### src/rtl/strop_seq.sv
module strop_seq #(
  parameter int AW = 16
) (
  input  logic          clk,
  input  logic          rst_n,
  input  logic          start,
  input  logic [2:0]    op_sel,
  input  logic          wide,
  input  logic [1:0]    rep_sel,
  input  logic          dir,
  input  logic [AW-1:0] src_in,
  input  logic [AW-1:0] dst_in,
  input  logic [AW-1:0] cnt_in,
  input  logic [15:0]   acc_in,
  output logic          mem_rd,
  output logic          mem_wr,
  output logic          mem_seg,
  output logic [AW-1:0] mem_addr,
  output logic [7:0]    mem_wdata,
  input  logic [7:0]    mem_rdata,
  output logic [AW-1:0] src_ptr,
  output logic [AW-1:0] dst_ptr,
  output logic [AW-1:0] cnt,
  output logic [15:0]   acc_out,
  output logic          zf,
  output logic          cf,
  output logic          sf,
  output logic          busy,
  output logic          done
);

  localparam logic [2:0] OP_MOVE  = 3'd0;
  localparam logic [2:0] OP_LOAD  = 3'd1;
  localparam logic [2:0] OP_STORE = 3'd2;
  localparam logic [2:0] OP_CMP   = 3'd3;
  localparam logic [2:0] OP_SCAN  = 3'd4;
  localparam logic [1:0] RP_NONE  = 2'd0;
  localparam logic [1:0] RP_EQ    = 2'd2;
  localparam logic [1:0] RP_NE    = 2'd3;
  localparam logic [AW-1:0] STEP_B = AW'(1);
  localparam logic [AW-1:0] STEP_W = AW'(2);

  typedef enum logic [2:0] {
    S_IDLE, S_CHK, S_RA, S_RB, S_WR, S_WAIT, S_UPD, S_DONE
  } st_t;

  st_t           st_q;
  logic [2:0]    op_q;
  logic [1:0]    rep_q;
  logic          wid_q, dir_q, k_q;
  logic [AW-1:0] src_q, dst_q, cnt_q;
  logic [15:0]   acc_q, buf_a, buf_b;
  logic          zf_q, cf_q, sf_q;
  logic          cap_v, cap_b, cap_k;

  logic          last_k, is_cmp, fwd, stop;
  logic [AW-1:0] step, src_nxt, dst_nxt, cnt_nxt, kofs;
  logic [15:0]   opb;
  logic [16:0]   diff;
  logic          zf_n, cf_n, sf_n;
  logic [7:0]    wbyte;

  assign last_k  = (k_q == wid_q);
  assign is_cmp  = (op_q == OP_CMP) || (op_q == OP_SCAN);
  assign step    = wid_q ? STEP_W : STEP_B;
  assign src_nxt = dir_q ? src_q - step : src_q + step;
  assign dst_nxt = dir_q ? dst_q - step : dst_q + step;
  assign cnt_nxt = (rep_q != RP_NONE) ? cnt_q - STEP_B : cnt_q;
  assign kofs    = {{(AW-1){1'b0}}, k_q};

  assign opb  = (op_q == OP_SCAN) ? acc_q : buf_b;
  assign diff = wid_q ? ({1'b0, buf_a} - {1'b0, opb})
                      : {8'd0, ({1'b0, buf_a[7:0]} - {1'b0, opb[7:0]})};
  assign zf_n = wid_q ? (diff[15:0] == 16'd0) : (diff[7:0] == 8'd0);
  assign cf_n = wid_q ? diff[16] : diff[8];
  assign sf_n = wid_q ? diff[15] : diff[7];

  assign stop = (rep_q == RP_NONE) || (cnt_nxt == '0) ||
                (is_cmp && rep_q == RP_EQ && !zf_n) ||
                (is_cmp && rep_q == RP_NE && zf_n);

  assign fwd   = cap_v && !cap_b && (cap_k == k_q);
  assign wbyte = (op_q == OP_MOVE)
                 ? (fwd ? mem_rdata : (k_q ? buf_a[15:8] : buf_a[7:0]))
                 : (k_q ? acc_q[15:8] : acc_q[7:0]);

  always_comb begin
    mem_rd    = 1'b0;
    mem_wr    = 1'b0;
    mem_seg   = 1'b0;
    mem_addr  = '0;
    mem_wdata = 8'd0;
    case (st_q)
      S_RA: begin
        mem_rd   = 1'b1;
        mem_seg  = (op_q == OP_SCAN);
        mem_addr = ((op_q == OP_SCAN) ? dst_q : src_q) + kofs;
      end
      S_RB: begin
        mem_rd   = 1'b1;
        mem_seg  = 1'b1;
        mem_addr = dst_q + kofs;
      end
      S_WR: begin
        mem_wr    = 1'b1;
        mem_seg   = 1'b1;
        mem_addr  = dst_q + kofs;
        mem_wdata = wbyte;
      end
      default: ;
    endcase
  end

  always_ff @(posedge clk or negedge rst_n) begin
    if (!rst_n) begin
      cap_v <= 1'b0;
      cap_b <= 1'b0;
      cap_k <= 1'b0;
      buf_a <= '0;
      buf_b <= '0;
    end else begin
      cap_v <= (st_q == S_RA) || (st_q == S_RB);
      cap_b <= (st_q == S_RB);
      cap_k <= k_q;
      if (cap_v) begin
        if (cap_b) begin
          if (cap_k) buf_b[15:8] <= mem_rdata; else buf_b[7:0] <= mem_rdata;
        end else begin
          if (cap_k) buf_a[15:8] <= mem_rdata; else buf_a[7:0] <= mem_rdata;
        end
      end
    end
  end

  always_ff @(posedge clk or negedge rst_n) begin
    if (!rst_n) begin
      st_q  <= S_IDLE;
      op_q  <= '0;
      rep_q <= '0;
      wid_q <= 1'b0;
      dir_q <= 1'b0;
      k_q   <= 1'b0;
      src_q <= '0;
      dst_q <= '0;
      cnt_q <= '0;
      acc_q <= '0;
      zf_q  <= 1'b0;
      cf_q  <= 1'b0;
      sf_q  <= 1'b0;
    end else begin
      case (st_q)
        S_IDLE: if (start) begin
          op_q  <= op_sel;
          rep_q <= rep_sel;
          wid_q <= wide;
          dir_q <= dir;
          src_q <= src_in;
          dst_q <= dst_in;
          cnt_q <= cnt_in;
          acc_q <= acc_in;
          st_q  <= S_CHK;
        end
        S_CHK: begin
          k_q <= 1'b0;
          if (rep_q != RP_NONE && cnt_q == '0) st_q <= S_DONE;
          else begin
            case (op_q)
              OP_MOVE, OP_LOAD, OP_CMP, OP_SCAN: st_q <= S_RA;
              OP_STORE:                          st_q <= S_WR;
              default:                           st_q <= S_DONE;
            endcase
          end
        end
        S_RA: begin
          if (last_k) begin
            k_q  <= 1'b0;
            st_q <= (op_q == OP_MOVE) ? S_WR : (op_q == OP_CMP) ? S_RB : S_WAIT;
          end else k_q <= 1'b1;
        end
        S_RB: begin
          if (last_k) begin
            k_q  <= 1'b0;
            st_q <= S_WAIT;
          end else k_q <= 1'b1;
        end
        S_WR: begin
          if (last_k) begin
            k_q  <= 1'b0;
            st_q <= S_UPD;
          end else k_q <= 1'b1;
        end
        S_WAIT: st_q <= S_UPD;
        S_UPD: begin
          if (op_q == OP_MOVE || op_q == OP_LOAD || op_q == OP_CMP) src_q <= src_nxt;
          if (op_q != OP_LOAD) dst_q <= dst_nxt;
          cnt_q <= cnt_nxt;
          if (op_q == OP_LOAD) acc_q <= wid_q ? buf_a : {acc_q[15:8], buf_a[7:0]};
          if (is_cmp) begin
            zf_q <= zf_n;
            cf_q <= cf_n;
            sf_q <= sf_n;
          end
          st_q <= stop ? S_DONE : S_CHK;
        end
        S_DONE:  st_q <= S_IDLE;
        default: st_q <= S_IDLE;
      endcase
    end
  end

  assign src_ptr = src_q;
  assign dst_ptr = dst_q;
  assign cnt     = cnt_q;
  assign acc_out = acc_q;
  assign zf      = zf_q;
  assign cf      = cf_q;
  assign sf      = sf_q;
  assign busy    = (st_q != S_IDLE);
  assign done    = (st_q == S_DONE);

  AST_RW_EXCL: assert property (@(posedge clk) disable iff (!rst_n) !(mem_rd && mem_wr));
  AST_WR_EXTRA_SEG: assert property (@(posedge clk) disable iff (!rst_n) mem_wr |-> mem_seg);
  AST_DONE_ONE: assert property (@(posedge clk) disable iff (!rst_n) done |=> !done);
  AST_IDLE_QUIET: assert property (@(posedge clk) disable iff (!rst_n)
    !busy |-> (!mem_rd && !mem_wr));
  AST_NOREP_CNT: assert property (@(posedge clk) disable iff (!rst_n)
    (busy && rep_q == RP_NONE) |=> $stable(cnt));
  AST_STEP_UP: assert property (@(posedge clk) disable iff (!rst_n)
    (st_q == S_UPD && !dir_q) |=> ((src_ptr - $past(src_ptr)) <= STEP_W));
  AST_STEP_DN: assert property (@(posedge clk) disable iff (!rst_n)
    (st_q == S_UPD && dir_q) |=> (($past(dst_ptr) - dst_ptr) <= STEP_W));

endmodule

### config.mk
export PLATFORM = sky130hd
export DESIGN_NAME = strop_seq
export DESIGN_NICKNAME = d
export VERILOG_FILES = /design/src/rtl/strop_seq.sv
export SDC_FILE = /design/constraint.sdc
export NUM_CORES = 1
export LEC_CHECK = 0
export BUFFER_PORTS_ARGS = -buffer_cell sky130_fd_sc_hd__buf_2
export CORE_ASPECT_RATIO = 2
export CORE_MARGIN = 4
export CORE_UTILIZATION = 53
export CTS_CLUSTER_DIAMETER = 40
export DETAILED_ROUTE_END_ITERATION = 16
export MAX_ROUTING_LAYER = met4
export PLACE_DENSITY_LB_ADDON = 0.3
export SLEW_MARGIN = 20
export SYNTH_ARGS = -nofsm -noshare
export SYNTH_HDL_FRONTEND = slang
export SYNTH_SLANG_ARGS = --single-unit
export TNS_END_PERCENT = 30
### constraint.sdc
create_clock -name clk -period 5.1 [get_ports clk]
set_input_delay 1.02 -clock clk [delete_from_list [all_inputs] [get_ports clk]]
set_output_delay 1.02 -clock clk [all_outputs]
set_load 0.1 [all_outputs]
Word level (Yosys, flattened, before mapping)
Index checks and enable logic that the tools add are counted.
Operators by class
  muxes and demuxes: 43
  add/sub/neg operators: 9
  bitwise operators: 2
  reductions and logical operators: 43
  equality and inequality tests: 24
Operator list (number)
  2-to-1 mux 16 bit: 13
  one-hot mux 16 bit (2 select lines): 5
  zero test 16 bit: 3
  2-to-1 mux 8 bit: 5
  adder 16 x 1 -> 16 bit: 2
  adder 16 x 2 -> 16 bit: 2
  subtractor 16 x 2 -> 16 bit: 2
  2-to-1 mux 3 bit: 8
  one-hot mux 3 bit (8 select lines): 1
  AND reduction 3 bit: 7
  2-to-1 mux 17 bit: 1
  subtractor 16 x 16 -> 17 bit: 1
  inequality test 2 bit, second input constant: 8
  subtractor 16 x 1 -> 16 bit, second input constant: 1
  == test 3 bit, second input constant: 5
  == test 3 x 2 -> 1 bit, second input constant: 4
  subtractor 8 x 8 -> 9 bit: 1
  zero test 8 bit: 1
  AND reduction 4 bit: 2
  logical AND 1 bit: 7
  logical OR 1 bit: 7
  == test 3 x 1 -> 1 bit, second input constant: 2
  zero test 3 bit: 2
  2-to-1 mux 1 bit: 6
  15 further kinds: 25
Word-level totals
  register bits after elaboration: 113
  logic and storage cells: 142
  output and inout port bits: 96

Longest topological paths before layout
  depth after elaboration: 12
  depth in mapped cells: 16
  gate-level depth less buffers: 14

Worst setup path after synthesis
No wires, ideal clock.
  path type: flip-flop to output port
  start point: register st_q[0]
  end point: output port mem_addr[4]
  path slack: -1.166 ns
  arrival: 5.246 ns
  stages on the path, launching flop included: 16
  required time: 4.080 ns
  buffers on the path: 3
  path through: dfrtp_1 > nor2_1 > nand2_2 > inv_2 > or3_1 > buf_2 > buf_2 > buf_2 > nand2_1 > o21ai_0 > ha_1 > ha_1 > nor2b_1 > nand2_1 > xor2_1 > a211oi_1
Between the ends
  word-level cells in the longest chain between the ends: 3
RTL lines
  from (decl): RTL line 47  | st_t st_q;
  from (signal assigned): RTL line 177  | st_q <= (op_q == OP_MOVE) ? S_WR : (op_q == OP_CMP) ? S_RB : S_WAIT;
  from (signal assigned): RTL line 203  | st_q <= stop ? S_DONE : S_CHK;
  == test 3 x 2 -> 1 bit or == test 3 bit (tied branches): RTL line 93  | case (st_q)
  OR reduction 2 bit (no line)
  one-hot mux 16 bit (2 select lines) (*): RTL line 93
  to (decl): RTL line 18  | output logic [AW-1:0] mem_addr,
Every way passes the cells marked *; elsewhere a longest branch is shown, timed or not.

Worst setup path after layout
Ends and elaborated chain as after synthesis.

==> impl_metrics.env <==
export IMPL_cts_sinks=113
export IMPL_cts_setup_buffers=0
export IMPL_syn_cell_area_um2=8860
export IMPL_place_inst=1403
export IMPL_worstSetupPathType="register to output port"
export IMPL_pin_count=178
export IMPL_fin_setup_tns_ps=0
export IMPL_dp_hpwl_um=21900
export IMPL_totalWireLength_um=28700
export IMPL_vias=8822
export IMPL_fin_cells=1432
export IMPL_die_h_um=191
export IMPL_antenna_found_initial=0
export IMPL_clkLatencyLatePin_ps=420
export IMPL_synth_fp_nets=1199
export IMPL_drive_above_1_share_pct=23.3
export IMPL_synth_ff_type="dfrtp_1"
export IMPL_grt_pass1_wl_um=45500
export IMPL_crit_path_max_incr_delay_ps=570
export IMPL_die_x_um=99.4
export IMPL_start_util_pct=54.2
export IMPL_num_nets_final=1353
export IMPL_fmax_ghz=0.210
export IMPL_synth_enable_flop_cells=0
export IMPL_ys_types=84
export IMPL_setup_viol=0
export IMPL_critPathRequiredTime_ps=4080
export IMPL_cp_slowest_cell="dfrtp_1"
export IMPL_grt_use_total_pct=31.3
export IMPL_cts_tree="built"
export IMPL_grt_max_degree=73
export IMPL_critical_path_arrival_ps=3750
export IMPL_drtPass1Iterations=7
export IMPL_portBuffers=177
export IMPL_synth_seq_cells=113
export IMPL_yosys_warnings=0
export IMPL_cp_start_kind="register"
export IMPL_hold_buffers=0
export IMPL_place_congestion=0.938
export IMPL_crit_fanout=27
export IMPL_maxSlewHeadroom_pct=30.3
export IMPL_synth_top_area_share_pct=31.9
export IMPL_path_clk_slew_ps=50
export IMPL_ys_async_sr_fraction_pct=100
export IMPL_overflow=0
export IMPL_avgViaCountPerCell=6.16
export IMPL_clock_skew_final_ps=11.7
export IMPL_cts_root_buf="clkbuf_16"
export IMPL_cp_cell_sequence="nor2_1 -> nand2_2 -> inv_2 -> or3_1 -> buf_4 -> nand2_1 -> o21ai_0 -> ha_1 -> ha_1 -> nor2b_2 -> nand2_1 -> xnor2_1 -> nor2_1 -> a211oi_2 -> buf_12"
export IMPL_row_count=66
export IMPL_cts_buffers=17
export IMPL_end_kind="output port"
export IMPL_pre_cts_ws_ps=648
export IMPL_ant_nets=0
export IMPL_cap_violations=0
export IMPL_n_antenna_cell=0
export IMPL_final_max_slew_viol_count=0
export IMPL_htreeDepth=4
export IMPL_hold_class="register to register"
export IMPL_min_period_ps=4770
export IMPL_drt_wirelength_per_cell_um=20.0
export IMPL_max_slew_worst_pin_slew_ps=1050
export IMPL_drt_drc_violations_left=0
export IMPL_cts_buffer_depth=2
export IMPL_postSynthAreaPerCell_um2=8.33
export IMPL_syn_instance_count=1064
export IMPL_setup_ws_ps=332
export IMPL_grt_pass1_vias=8882
export IMPL_ys_top_cells_by_area="dfrtp_1 32%, ha_1 7.1%, nand2_1 6.3%"
export IMPL_status="finished, final reports clean"
export IMPL_rsz0062_at_grt="no"
export IMPL_period_share_pct=93.5
export IMPL_post_cts_resized=0
export IMPL_synth_seq_area_share_pct=31.9
export IMPL_synth_largest_area_cell="dfrtp_1"
export IMPL_hold_violations=0
export IMPL_die_area_um2=19000
export IMPL_drt_initial_drc_count=485
export IMPL_areaGrowthSynthToFinish_pct=19.7
export IMPL_coreArea_um2=16400
critical path, delay by kind of cell (launching register included):
family	cells	cell delay, ps
xor gates and xnor gates	1	120
and+or+nand+nor	7	1210
DFF	1	570
adders and majority gates	2	430
AOI/OAI and AO/OA	2	430
buffers and inverters	3	560
area by class of cell:
| type | count | area (um2) |
|---|---|---|
| fill | 1423 | 5750 |
| multi-input combinational | 862 | 5680 |
| sequential | 113 | 2830 |
| timing repair buffer | 189 | 1190 |
| clock buffer | 23 | 488 |
| tap | 204 | 255 |
| inverter | 35 | 131 |
| clock inverter | 6 | 33.8 |
final timing paths:
| path | to | cells after the start | slack [ps] | startpoint |
|---|---|---|---|---|
| worst max-delay path | mem_addr[4] | 15 | 330 | st_q[0] |
| worst min-delay path | cf | 1 | 500 | cf |
| worst max register to register | st_q[2] | 14 | 880 | op_q[1] |
| worst min register to register | cf | 1 | 500 | cf |
| max in group asynchronous | buf_a[12] | 2 | 3540 | rst_n |
| min in group asynchronous | src_ptr[4] | 1 | 620 | rst_n |
cells by family after synthesis:
group / Yosys count / synth area share (%)
AO/OA/AOI/OAI: 281 / 21.1
XOR/XNOR: 44 / 4.35
adder cells (fa/ha/maj): 53 / 7.74
buffers and inverters: 89 / 4.26
flip-flops: 113 / 31.9
multiplexers: 69 / 8.26
AND/OR/NAND/NOR: 415 / 22.4
layout by cell type (no fill, tap or decap), types with 6 or more instances in the layout:
master and instances:
a211oi_1 26, a21o_1 10, a21oi_1 61, a221o_1 6, a31oi_1 36, and3_1 11, buf_12 14, buf_2 162
buf_4 13, clkbuf_16 17, dfrtp_1 113, ha_1 50, inv_1 34, mux2_2 33, mux2i_1 36, nand2_1 148
nand2b_1 8, nand3_1 20, nand3b_1 9, nor2_1 110, nor2b_1 21, nor3_1 24, nor4_1 8, o211ai_1 14
o21a_1 8, o21ai_0 52, o21bai_1 7, o22ai_1 9, or3_1 12, xnor2_1 30, xor2_1 14
registers in the layout, indices dropped and copies added (netlist names), 2 cells and up:
name	count
acc_out	16
buf_b	16
rep_q	2
st_q	3
src_ptr	16
dst_ptr	16
op_q	3
buf_a	16
cnt	16
per-layer routing:
layer,GRT usage [%],vias up,part of all wire (%)
met5,-,-,0
met4,20.2,0,6.6
met3,3.77,117,5.1
met2,55.3,348,53
met1,32.2,4195,35
li1,-,4162,-
synthesized netlist by cell type (all sizes together), types with 4 or more instances:
cell and n:
nand2 149, dfrtp 113, nor2 112, a21oi 61
o21ai 58, ha 50, clkbuf 40, a31oi 36
mux2i 36, inv 35, mux2 33, xnor2 30
a211oi 28, nor3 27, nor2b 22, nand3 20
buf 14, o211ai 14, xor2 14, and3 13
or3 13, a21o 11, nor4 10, nand3b 9
o22ai 9, nand2b 8, o21a 8, nor3b 7
o21bai 7, o311ai 7, a221o 6, or2 6
a211o 5, a222oi 5, and2 5, nand4 4
through the flow:
step	hold slack (ps)	area [um2]	utilization, %
2_1_floorplan	378	8870	-
5_1_grt	523	10600	64.8
4_1_cts	502	10600	64.8
3_3_place_gp	486	10100	61.6
6_report	500	10600	64.8
3_5_place_dp	491	10100	61.6
Power is not shown: default switching activity piles up to over one toggle a cycle in this logic, so the estimate is an artifact.
